`src/rtl/smb_chg_pkg.sv`:
```
package smb_chg_pkg;
  localparam int BYTE_W = 8;
  localparam int WORD_W = 16;
  localparam int CNT_W  = 4;

  localparam logic [BYTE_W-1:0] CMD_OPT  = 8'h12;
  localparam logic [BYTE_W-1:0] CMD_ICHG = 8'h14;
  localparam logic [BYTE_W-1:0] CMD_VCHG = 8'h15;
  localparam logic [BYTE_W-1:0] CMD_IIN  = 8'h3F;
  localparam logic [BYTE_W-1:0] CMD_MFR  = 8'hFE;
  localparam logic [BYTE_W-1:0] CMD_DEV  = 8'hFF;

  localparam logic [WORD_W-1:0] RST_OPT  = 16'hF902;
  localparam logic [WORD_W-1:0] RST_IIN  = 16'h1000;
  localparam logic [WORD_W-1:0] ID_MFR   = 16'h0040;
  localparam logic [WORD_W-1:0] ID_DEV   = 16'h001B;

  localparam logic [WORD_W-1:0] MSK_ICHG = 16'h1FC0;
  localparam logic [WORD_W-1:0] MSK_VCHG = 16'h7FF0;
  localparam logic [WORD_W-1:0] MSK_IIN  = 16'h1F80;
  localparam logic [WORD_W-1:0] ICHG_MIN = 16'h0080;
  localparam logic [WORD_W-1:0] VCHG_MIN = 16'h0400;
  localparam logic [WORD_W-1:0] VCHG_MAX = 16'h4B00;

  localparam int OPT_LEARN_BIT = 6;
  localparam int OPT_ADP_BIT   = 4;
  localparam int OPT_BST_BIT   = 2;
  localparam logic [WORD_W-1:0] OPT_LIVE = (16'h1 << OPT_ADP_BIT) | (16'h1 << OPT_BST_BIT);

  typedef enum logic [1:0] {LS_IDLE, LS_RX, LS_TX, LS_SKIP} link_st_e;
  typedef enum logic [1:0] {PH_ADDR, PH_CMD, PH_DLO, PH_DHI} rx_ph_e;

  function automatic logic [WORD_W-1:0] fit_ichg(input logic [WORD_W-1:0] w);
    logic [WORD_W-1:0] m;
    m = w & MSK_ICHG;
    return (m < ICHG_MIN) ? '0 : m;
  endfunction

  function automatic logic [WORD_W-1:0] fit_vchg(input logic [WORD_W-1:0] w);
    logic [WORD_W-1:0] m;
    m = w & MSK_VCHG;
    return ((m < VCHG_MIN) || (m > VCHG_MAX)) ? '0 : m;
  endfunction

  function automatic logic [WORD_W-1:0] fit_iin(input logic [WORD_W-1:0] w);
    return w & MSK_IIN;
  endfunction

  function automatic logic [WORD_W-1:0] merge_opt(input logic [WORD_W-1:0] stored,
                                                  input logic adp, input logic bst);
    logic [WORD_W-1:0] v;
    v = stored & ~OPT_LIVE;
    v[OPT_ADP_BIT] = adp;
    v[OPT_BST_BIT] = bst;
    return v;
  endfunction
endpackage

```
`src/rtl/smb_pin_sync.sv`:
```
module smb_pin_sync #(
  parameter int STAGES = 2
) (
  input  logic clk,
  input  logic rst_n,
  input  logic d,
  output logic q
);
  logic [STAGES-1:0] chain;

  generate
    for (genvar g = 0; g < STAGES; g++) begin : g_stage
      if (g == 0) begin : g_first
        always_ff @(posedge clk or negedge rst_n)
          if (!rst_n) chain[0] <= 1'b1;
          else        chain[0] <= d;
      end else begin : g_next
        always_ff @(posedge clk or negedge rst_n)
          if (!rst_n) chain[g] <= 1'b1;
          else        chain[g] <= chain[g-1];
      end
    end
  endgenerate

  assign q = chain[STAGES-1];
endmodule

```
`src/rtl/smb_link.sv`:
```
module smb_link
  import smb_chg_pkg::*;
#(
  parameter logic [6:0] DEV_ADDR = 7'h09
) (
  input  logic              clk,
  input  logic              rst_n,
  input  logic              scl_s,
  input  logic              sda_s,
  input  logic [WORD_W-1:0] rd_word,
  output logic              sda_oe,
  output logic [BYTE_W-1:0] cmd,
  output logic [WORD_W-1:0] wdata,
  output logic              wr_pulse,
  output logic              start_det,
  output logic              stop_det,
  output logic              link_quiet
);
  localparam logic [CNT_W-1:0] LAST_BIT = CNT_W'(BYTE_W);
  localparam logic [CNT_W-1:0] ACK_SLOT = CNT_W'(BYTE_W + 1);

  logic scl_d, sda_d;
  logic scl_rise, scl_fall;
  link_st_e st;
  rx_ph_e   ph;
  logic [CNT_W-1:0]  bitcnt;
  logic [BYTE_W-1:0] sh, tx, lo_q, cmd_q;
  logic [WORD_W-1:0] snap, wdata_q;
  logic rnw, tx_hi, mack, oe_q, wr_q;

  always_ff @(posedge clk or negedge rst_n)
    if (!rst_n) begin
      scl_d <= 1'b1;
      sda_d <= 1'b1;
    end else begin
      scl_d <= scl_s;
      sda_d <= sda_s;
    end

  assign scl_rise  = scl_s & ~scl_d;
  assign scl_fall  = ~scl_s & scl_d;
  assign start_det = scl_s & scl_d & sda_d & ~sda_s;
  assign stop_det  = scl_s & scl_d & ~sda_d & sda_s;

  always_ff @(posedge clk or negedge rst_n)
    if (!rst_n) begin
      st <= LS_IDLE; ph <= PH_ADDR; bitcnt <= '0;
      sh <= '0; tx <= '0; lo_q <= '0; cmd_q <= '0;
      snap <= '0; wdata_q <= '0;
      rnw <= 1'b0; tx_hi <= 1'b0; mack <= 1'b0; oe_q <= 1'b0; wr_q <= 1'b0;
    end else begin
      wr_q <= 1'b0;
      if (start_det) begin
        st <= LS_RX; ph <= PH_ADDR; bitcnt <= '0; oe_q <= 1'b0;
      end else if (stop_det) begin
        st <= LS_IDLE; oe_q <= 1'b0;
      end else begin
        unique case (st)
          LS_RX: begin
            if (scl_rise && bitcnt < LAST_BIT) begin
              sh     <= {sh[BYTE_W-2:0], sda_s};
              bitcnt <= bitcnt + 1'b1;
            end else if (scl_fall && bitcnt == LAST_BIT) begin
              if (ph == PH_ADDR && sh[BYTE_W-1:1] != DEV_ADDR) begin
                st <= LS_SKIP;
              end else begin
                oe_q   <= 1'b1;
                bitcnt <= ACK_SLOT;
                unique case (ph)
                  PH_ADDR: rnw     <= sh[0];
                  PH_CMD:  cmd_q   <= sh;
                  PH_DLO:  lo_q    <= sh;
                  PH_DHI:  wdata_q <= {sh, lo_q};
                endcase
              end
            end else if (scl_fall && bitcnt == ACK_SLOT) begin
              oe_q   <= 1'b0;
              bitcnt <= '0;
              unique case (ph)
                PH_ADDR: begin
                  if (rnw) begin
                    st    <= LS_TX;
                    snap  <= rd_word;
                    tx    <= rd_word[BYTE_W-1:0];
                    oe_q  <= ~rd_word[BYTE_W-1];
                    tx_hi <= 1'b0;
                  end else begin
                    ph <= PH_CMD;
                  end
                end
                PH_CMD: ph <= PH_DLO;
                PH_DLO: ph <= PH_DHI;
                PH_DHI: begin
                  wr_q <= 1'b1;
                  st   <= LS_SKIP;
                end
              endcase
            end
          end
          LS_TX: begin
            if (scl_rise) begin
              if (bitcnt == LAST_BIT) begin
                mack   <= ~sda_s;
                bitcnt <= ACK_SLOT;
              end else begin
                bitcnt <= bitcnt + 1'b1;
              end
            end else if (scl_fall) begin
              if (bitcnt != '0 && bitcnt < LAST_BIT) begin
                tx   <= {tx[BYTE_W-2:0], 1'b0};
                oe_q <= ~tx[BYTE_W-2];
              end else if (bitcnt == LAST_BIT) begin
                oe_q <= 1'b0;
              end else if (bitcnt == ACK_SLOT) begin
                if (mack && !tx_hi) begin
                  tx     <= snap[WORD_W-1:BYTE_W];
                  oe_q   <= ~snap[WORD_W-1];
                  tx_hi  <= 1'b1;
                  bitcnt <= '0;
                end else begin
                  st <= LS_SKIP;
                end
              end
            end
          end
          default: ;
        endcase
      end
    end

  assign sda_oe     = oe_q;
  assign cmd        = cmd_q;
  assign wdata      = wdata_q;
  assign wr_pulse   = wr_q;
  assign link_quiet = (st == LS_IDLE) || (st == LS_SKIP);
endmodule

```
`src/rtl/smb_regfile.sv`:
```
module smb_regfile
  import smb_chg_pkg::*;
(
  input  logic              clk,
  input  logic              rst_n,
  input  logic [BYTE_W-1:0] cmd,
  input  logic [WORD_W-1:0] wdata,
  input  logic              wr_pulse,
  input  logic              sts_adapter,
  input  logic              sts_boost,
  input  logic              learn_done,
  output logic [WORD_W-1:0] rd_word,
  output logic [WORD_W-1:0] opt_q,
  output logic [WORD_W-1:0] ichg_q,
  output logic [WORD_W-1:0] vchg_q,
  output logic [WORD_W-1:0] iin_q,
  output logic              wr_opt,
  output logic              wr_ichg,
  output logic              wr_vchg,
  output logic              wr_iin
);
  logic [WORD_W-1:0] opt_r, ichg_r, vchg_r, iin_r;
  logic hit_opt, hit_ichg, hit_vchg, hit_iin;

  assign hit_opt  = wr_pulse && cmd == CMD_OPT;
  assign hit_ichg = wr_pulse && cmd == CMD_ICHG;
  assign hit_vchg = wr_pulse && cmd == CMD_VCHG;
  assign hit_iin  = wr_pulse && cmd == CMD_IIN;

  always_ff @(posedge clk or negedge rst_n)
    if (!rst_n) begin
      opt_r  <= RST_OPT;
      ichg_r <= '0;
      vchg_r <= '0;
      iin_r  <= RST_IIN;
      wr_opt <= 1'b0; wr_ichg <= 1'b0; wr_vchg <= 1'b0; wr_iin <= 1'b0;
    end else begin
      wr_opt  <= hit_opt;
      wr_ichg <= hit_ichg;
      wr_vchg <= hit_vchg;
      wr_iin  <= hit_iin;
      if (hit_ichg) ichg_r <= fit_ichg(wdata);
      if (hit_vchg) vchg_r <= fit_vchg(wdata);
      if (hit_iin)  iin_r  <= fit_iin(wdata);
      if (hit_opt)  opt_r  <= wdata & ~OPT_LIVE;
      if (learn_done) opt_r[OPT_LEARN_BIT] <= 1'b0;
    end

  assign opt_q  = merge_opt(opt_r, sts_adapter, sts_boost);
  assign ichg_q = ichg_r;
  assign vchg_q = vchg_r;
  assign iin_q  = iin_r;

  always_comb begin
    unique case (cmd)
      CMD_OPT:  rd_word = opt_q;
      CMD_ICHG: rd_word = ichg_r;
      CMD_VCHG: rd_word = vchg_r;
      CMD_IIN:  rd_word = iin_r;
      CMD_MFR:  rd_word = ID_MFR;
      CMD_DEV:  rd_word = ID_DEV;
      default:  rd_word = '0;
    endcase
  end
endmodule

```
`src/rtl/smb_chg_regs.sv`:
```
module smb_chg_regs
  import smb_chg_pkg::*;
#(
  parameter logic [6:0] DEV_ADDR    = 7'h09,
  parameter int         SYNC_STAGES = 2
) (
  input  logic        clk,
  input  logic        rst_n,
  input  logic        scl_in,
  input  logic        sda_in,
  output logic        sda_oe,
  input  logic        sts_adapter,
  input  logic        sts_boost,
  input  logic        learn_done,
  output logic [15:0] opt_q,
  output logic [15:0] ichg_q,
  output logic [15:0] vchg_q,
  output logic [15:0] iin_q,
  output logic        wr_opt,
  output logic        wr_ichg,
  output logic        wr_vchg,
  output logic        wr_iin
);
  localparam int NPINS = 2;

  logic [NPINS-1:0] pin_raw, pin_s;
  logic scl_s, sda_s;
  logic [BYTE_W-1:0] cmd;
  logic [WORD_W-1:0] wdata, rd_word;
  logic wr_pulse, start_det, stop_det, link_quiet;

  assign pin_raw = {sda_in, scl_in};

  generate
    for (genvar p = 0; p < NPINS; p++) begin : g_pin
      smb_pin_sync #(.STAGES(SYNC_STAGES)) u_sync (
        .clk(clk), .rst_n(rst_n), .d(pin_raw[p]), .q(pin_s[p])
      );
    end
  endgenerate

  assign scl_s = pin_s[0];
  assign sda_s = pin_s[1];

  smb_link #(.DEV_ADDR(DEV_ADDR)) u_link (
    .clk(clk), .rst_n(rst_n), .scl_s(scl_s), .sda_s(sda_s),
    .rd_word(rd_word), .sda_oe(sda_oe), .cmd(cmd), .wdata(wdata),
    .wr_pulse(wr_pulse), .start_det(start_det), .stop_det(stop_det),
    .link_quiet(link_quiet)
  );

  smb_regfile u_regs (
    .clk(clk), .rst_n(rst_n), .cmd(cmd), .wdata(wdata), .wr_pulse(wr_pulse),
    .sts_adapter(sts_adapter), .sts_boost(sts_boost), .learn_done(learn_done),
    .rd_word(rd_word), .opt_q(opt_q), .ichg_q(ichg_q), .vchg_q(vchg_q),
    .iin_q(iin_q), .wr_opt(wr_opt), .wr_ichg(wr_ichg), .wr_vchg(wr_vchg),
    .wr_iin(wr_iin)
  );
endmodule

```
`config.mk`:
```
export PLATFORM = sky130hd
export DESIGN_NAME = smb_chg_regs
export DESIGN_NICKNAME = d
export VERILOG_FILES = /design/src/rtl/smb_chg_pkg.sv /design/src/rtl/smb_pin_sync.sv /design/src/rtl/smb_link.sv /design/src/rtl/smb_regfile.sv /design/src/rtl/smb_chg_regs.sv
export SDC_FILE = /design/constraint.sdc
export NUM_CORES = 1
export LEC_CHECK = 0
export BUFFER_PORTS_ARGS = -buffer_cell sky130_fd_sc_hd__buf_2
export CAP_MARGIN = 30
export CORE_UTILIZATION = 49
export DETAILED_ROUTE_END_ITERATION = 6
export PLACE_DENSITY_LB_ADDON = 0.3
export SLEW_MARGIN = 20
export SYNTH_ARGS = -nofsm -noshare
export SYNTH_HDL_FRONTEND = slang
export SYNTH_SLANG_ARGS = --single-unit
```
`constraint.sdc`:
```
create_clock -name clk -period 3 [get_ports clk]
set_input_delay 0.15 -clock clk [delete_from_list [all_inputs] [get_ports clk]]
set_output_delay 0.15 -clock clk [all_outputs]
set_load 0.005 [all_outputs]
```
==> flow_metrics.env, run 1 <==
export IMPL_ctsResizeCount=0
export IMPL_register_area_um2=2870
export IMPL_seq_area_frac_synth=0.512
export IMPL_area_growth_pct=16.6
export IMPL_r2r_start="u_link.sh[5]"
export IMPL_finalHoldViolCount=0
export IMPL_drt_iter0_drc=409
export IMPL_gp_congestion=0.894
export IMPL_rsz0062_at_grt="no"
export IMPL_synth_flop_cell="dfrtp_1"
export IMPL_vias=4047
export IMPL_path_depth=5
export IMPL_antenna_found_initial=0
export IMPL_fin_skew_ns=0.00618
export IMPL_yosys_warnings=0
export IMPL_yosysTopAreaCellShare=0.447
export IMPL_rows=38
export IMPL_clock_path_buffers=2
export IMPL_relSlewSlack=0.402
export IMPL_tns_ns=0
export IMPL_layout_commonest_cell="dfrtp_1"
export IMPL_layout_common_cells="dfrtp_1 (100), mux2_2 (59), buf_2 (51)"
export IMPL_synth_async_reset_ratio=1.00
export IMPL_routedWlPerCell_um=18.4
export IMPL_r2r_cells=5
export IMPL_cp_cell_sequence="or4b_1 -> o41ai_2 -> nor2b_2 -> nand2_4 -> mux2_4"
export IMPL_period_share=0.830
export IMPL_multi_input_area_um2=2480
export IMPL_cts_htree_levels=4
export IMPL_hold_path_startpoint="sts_boost"
export IMPL_synth_largest_area_cell="dfrtp_1"
export IMPL_vdd_ir_drop_max_mv=0.457
export IMPL_fin_hold_ws_ns=0.125
export IMPL_cts_root_buffer_cell="clkbuf_16"
export IMPL_layout_setup_ws_ns=0.510
export IMPL_crit_type="reg -> reg"
export IMPL_synth_edf_count=0
export IMPL_min_period_ns=2.49
export IMPL_endpoint_kind="flip-flop"
export IMPL_grt_max_degree=54
export IMPL_min_delay_worst_endpoint="u_link.tx[2]"
export IMPL_die_height_um=109
export IMPL_clock_fmax_mhz=402
export IMPL_drv_slew=0
export IMPL_cp_startpoint="u_link.sh[5]"
export IMPL_final_util=0.595
export IMPL_cts_setup_buffers=0
export IMPL_p_leak_nw=3.27
export IMPL_final_antenna_net_count=0
export IMPL_placed_cells=656
export IMPL_worstPathArrival_ns=2.78
export IMPL_cellPowerDensity_nw_per_um2=680
export IMPL_routed_wl_um=12800
export IMPL_holdPathStages=4
export IMPL_core_area_um2=11000
export IMPL_io_pins=76
export IMPL_hp_class="in -> reg"
export IMPL_synth_seq_cells=114
export IMPL_chipWidth_um=109
export IMPL_dpl_hpwl_um=8900
export IMPL_cts_sinks=114
export IMPL_antennaDiodeCount=0
export IMPL_netlist_area_um2=5600
export IMPL_instances_no_fill=693
export IMPL_status="complete, no violations"
export IMPL_critPathSlowestCell="or4b_1"
export IMPL_grt_pass1_vias=3857
export IMPL_synth_area_leaders="dfrtp_1 (45%), mux2_2 (12%), dfstp_2 (6.6%), buf_4 (3.5%), mux2_4 (2.7%)"
export IMPL_worst_path_buf_inv=0
export IMPL_setup_violations_final=0
export IMPL_crit_path_start_kind="flip-flop"
export IMPL_clk_latency_ns=0.41
export IMPL_critPathMaxFanout=15
export IMPL_initial_utilization=0.510
export IMPL_place_ws_ns=0.495
export IMPL_worstMarginPinSlew_ns=0.888
export IMPL_max_cap_viol_count=0
export IMPL_synthDistinctLibCells=69
export IMPL_cts_tree="yes"
export IMPL_fillers=876
export IMPL_clk_pin_slew_worst_paths_ns=0.05
export IMPL_grt_overflow=0
export IMPL_rrSetupSlack_ns=0.51
export IMPL_route_detailed_vias_per_inst=5.84
export IMPL_drc_errors=0
export IMPL_cpLargestDelayFamily="simple AND/OR/NAND/NOR gates"
export IMPL_die_area_um2=11900
export IMPL_grtUsageTotal=0.238
export IMPL_cp_required_ns=3.29
export IMPL_drtPass1Iterations=7
export IMPL_rr_endpoint="u_link.wdata[1]"
export IMPL_final_nets=557
export IMPL_max_stage_delay_ns=0.54
export IMPL_numCtsBuffers=17
export IMPL_synth_cells=477
export IMPL_layout_drive_gt1_share=0.336
export IMPL_syn_area_per_cell_um2=11.7
export IMPL_port_buffers=51
export IMPL_grt_pass1_wl_um=20800
[tightest hold or removal path: cells and delay by family]
family	cells	cell delay, ns
simple gates	1	0.06
compound gates	1	0.06
mux	1	0.14
buf+inv	1	0.09
[kinds of logic after synthesis]
group | after synthesis | synth area share
fa+ha+maj | 10 | 0.0223
compound gates | 103 | 0.133
other cells | 1 | 0.000669
buf+inv | 60 | 0.0607
mux | 75 | 0.156
simple gates | 112 | 0.112
flops | 114 | 0.512
xor+xnor | 2 | 0.00313
[cell usage after synthesis (4+ instances only)]
| library cell | instances |
|---|---|
| a211oi_1 | 4 |
| a21o_1 | 9 |
| a21oi_1 | 16 |
| a222oi_1 | 5 |
| a22o_1 | 7 |
| a22oi_1 | 7 |
| buf_4 | 26 |
| clkbuf_1 | 12 |
| dfrtp_1 | 100 |
| dfstp_2 | 14 |
| ha_1 | 10 |
| inv_1 | 17 |
| mux2_2 | 59 |
| mux2_4 | 10 |
| mux2i_1 | 6 |
| nand2_1 | 35 |
| nand2b_1 | 8 |
| nand3_1 | 10 |
| nor2_1 | 10 |
| nor2b_1 | 7 |
| nor3_1 | 5 |
| nor3_2 | 4 |
| o21ai_0 | 26 |
[routing by layer]
| metal | part of all wire | global-route usage | vias to the layer above |
|---|---|---|---|
| met4 | 0.027 | 0.0956 | 0 |
| met3 | 0.066 | 0.0616 | 31 |
| met2 | 0.47 | 0.359 | 191 |
| met1 | 0.44 | 0.326 | 2005 |
| li1 | - | - | 1820 |
| met5 | 0 | 0 | - |
[power by group]
part           internal, mW  switching, mW
Clock                  1.34          0.658
Combinational         0.278          0.416
Sequential             1.63          0.119
Total                  3.25           1.19
[metrics by stage]
step / power [mW] / cell area (um^2)
after floorplan: 2.25 / 5690
after global routing: 4.63 / 6540
after detailed placement: 2.45 / 5910
final: 4.44 / 6540
after CTS: 4.46 / 6530
after global placement: 2.43 / 5910
[cell type report]
cell class,instances,share of cell area
Sequential cell,114,0.439
Tap cell,140,0.0268
Timing Repair Buffer,64,0.0555
Clock buffer,26,0.0733
Multi-Input combinational cell,326,0.379
Inverter,17,0.00976
Clock inverter,6,0.0161
[what timing repair did]
item,CTS,global route
endpoints found under the setup margin,0,0
hold endpoints to repair,48,0
hold buffers,4,0
[worst max-delay path by stage]
stage	slack, ns	to
2_1_floorplan	0.85	u_link.wdata[0]
3_3_place_gp	0.58	u_link.wdata[11]
3_5_place_dp	0.50	u_link.tx[2]
4_1_cts	0.48	u_link.tx[2]
5_1_grt	0.36	u_link.wdata[1]
6_report	0.51	u_link.wdata[1]
[sequential cells by signal, summed over array words and instances (netlist names), 2 cells and up]
signal / flops
u_regs.ichg_q: 7
u_link.tx: 7
u_link.cmd: 8
u_link.ph: 2
u_regs.opt_r: 14
g_pin.u_sync.q: 2
u_link.snap: 8
u_regs.iin_q: 6
u_link.lo_q: 7
g_pin.u_sync.chain: 2
u_link.wdata: 15
u_link.bitcnt: 4
u_link.st: 2
u_regs.vchg_q: 11
u_link.sh: 8
(Power assumes the default switching activity.)
==> inputs of run 2 (changes only) <==
Clock period 3 ns to 2.1 ns, I/O delays scaled along.
==> flow_metrics.env, run 2 (synthesis results as in run 1) <==
export IMPL_cts_sinks=114
export IMPL_layout_setup_ws_ns=-0.0288
export IMPL_instances_no_fill=741
export IMPL_initial_utilization=0.510
export IMPL_setup_violations_final=13
export IMPL_port_buffers=51
export IMPL_finalHoldViolCount=0
export IMPL_final_antenna_net_count=0
export IMPL_grt_overflow=0
export IMPL_die_height_um=109
export IMPL_cts_htree_levels=4
export IMPL_chipWidth_um=109
export IMPL_largest_reg_flops=15
export IMPL_grt_max_degree=48
export IMPL_fin_skew_ns=0.00965
export IMPL_grtUsageTotal=0.242
export IMPL_numCtsBuffers=17
export IMPL_routed_wl_um=13700
export IMPL_clock_fmax_mhz=470
export IMPL_worstPathArrival_ns=2.43
export IMPL_fillers=833
export IMPL_layout_drive_gt1_share=0.424
export IMPL_area_growth_pct=25.9
export IMPL_status="complete, but fails checks"
export IMPL_critPathSlowestCell="or4b_4"
export IMPL_cp_cell_sequence="or4b_4 -> o41ai_4 -> nor2b_4 -> buf_12 -> nand2_2 -> mux2_2"
export IMPL_rsz0062_at_grt="yes"
export IMPL_layout_common_cells="dfrtp_1 (100), mux2_2 (58), buf_4 (53)"
export IMPL_hp_class="in -> reg"
export IMPL_drtPass1Iterations=6
export IMPL_min_period_ns=2.13
export IMPL_path_depth=6
export IMPL_grt_pass1_wl_um=21100
export IMPL_cts_tree="yes"
export IMPL_rows=38
export IMPL_relSlewSlack=0.612
export IMPL_placed_cells=695
export IMPL_clock_path_buffers=2
export IMPL_crit_path_start_kind="flip-flop"
export IMPL_drv_slew=0
export IMPL_route_detailed_vias_per_inst=5.70
export IMPL_cts_root_buffer_cell="clkbuf_16"
export IMPL_endpoint_kind="flip-flop"
export IMPL_routedWlPerCell_um=18.5
export IMPL_core_area_um2=11000
export IMPL_clk_pin_slew_worst_paths_ns=0.05
export IMPL_die_area_um2=11900
export IMPL_p_leak_nw=3.54
export IMPL_vdd_ir_drop_max_mv=0.662
export IMPL_antenna_found_initial=0
export IMPL_clk_latency_ns=0.42
export IMPL_max_cap_viol_count=0
export IMPL_r2r_cells=6
export IMPL_grt_pass1_vias=4001
export IMPL_cp_required_ns=2.40
export IMPL_final_nets=605
export IMPL_fin_hold_ws_ns=0.109
export IMPL_drc_errors=0
export IMPL_cpLargestDelayFamily="simple AND/OR/NAND/NOR gates"
export IMPL_holdPathStages=4
export IMPL_layout_commonest_cell="dfrtp_1"
export IMPL_gp_congestion=0.901
export IMPL_crit_type="reg -> reg"
export IMPL_dpl_hpwl_um=9440
export IMPL_vias=4220
export IMPL_failed_checks="negative setup slack"
export IMPL_io_pins=76
export IMPL_drt_iter0_drc=329
export IMPL_critPathMaxFanout=8
export IMPL_max_stage_delay_ns=0.55
export IMPL_tns_ns=-0.211
export IMPL_cellPowerDensity_nw_per_um2=959
export IMPL_worst_path_buf_inv=1
export IMPL_antennaDiodeCount=0
export IMPL_period_share=1.01
export IMPL_worstMarginPinSlew_ns=0.583
## run 2: report_power, final
group          switching [mW]  internal [mW]
sequential              0.124           2.33
combinational           0.793          0.705
clock                   0.988           1.82
## run 2: per-layer routing
metal  track usage  up-vias  part of all wire
met5             0        -                 0
met4        0.0782        0             0.011
met3        0.0669       13             0.055
met2         0.383      150              0.49
met1         0.321     2145              0.44
li1              -     1912                 -
## run 2: repair_timing
action | 4_1_cts | 5_1_grt
gates cloned | 0 | 1
endpoints found under the hold margin | 42 | 0
buffers inserted | 2 | 7
gates resized for setup | 4 | 19
endpoints found under the setup margin | 43 | 56
pin swaps | 3 | 14
hold buffers | 4 | 0
## run 2: worst paths after layout
| check | start | to | slack [ns] |
|---|---|---|---|
| setup / recovery | u_link.sh[6] | u_link.cmd[3] | -0.03 |
| hold / removal | sts_boost | u_link.tx[2] | 0.11 |
| setup reg to reg | u_link.sh[6] | u_link.cmd[3] | -0.03 |
| hold reg to reg | g_pin[0].u_sync.chain[0] | g_pin[0].u_sync.q | 0.35 |
| max in group asynchronous | rst_n | g_pin[1].u_sync.q | 1.04 |
| min in group asynchronous | rst_n | u_regs.wr_ichg | 0.23 |
## run 2: area by class of cell
| cell class | instances | area, um^2 | area share |
|---|---|---|---|
| sequential | 114 | 2870 | 0.407 |
| inverter | 17 | 63.8 | 0.00905 |
| clock buffer | 22 | 474 | 0.0672 |
| tap | 140 | 175 | 0.0248 |
| multi-input combinational | 327 | 2610 | 0.370 |
| clock inverter | 10 | 108 | 0.0153 |
| timing repair buffer | 111 | 751 | 0.106 |
## run 2: stage by stage
step / utilization / power (mW) / setup WS (ns) / area, um^2
2_1_floorplan: - / 3.24 / -0.0503 / 5710
3_3_place_gp: 0.567 / 3.68 / -0.0271 / 6220
3_5_place_dp: 0.567 / 3.71 / -0.122 / 6220
4_1_cts: 0.626 / 6.61 / -0.0469 / 6880
5_1_grt: 0.642 / 7.05 / -0.0961 / 7050
6_report: 0.642 / 6.76 / -0.0288 / 7050
## run 2: worst min-delay path, delay by kind of cell
family | cells | cell delay (ns)
mux | 1 | 0.15
simple gates | 1 | 0.06
compound gates | 1 | 0.08
buf+inv | 1 | 0.09
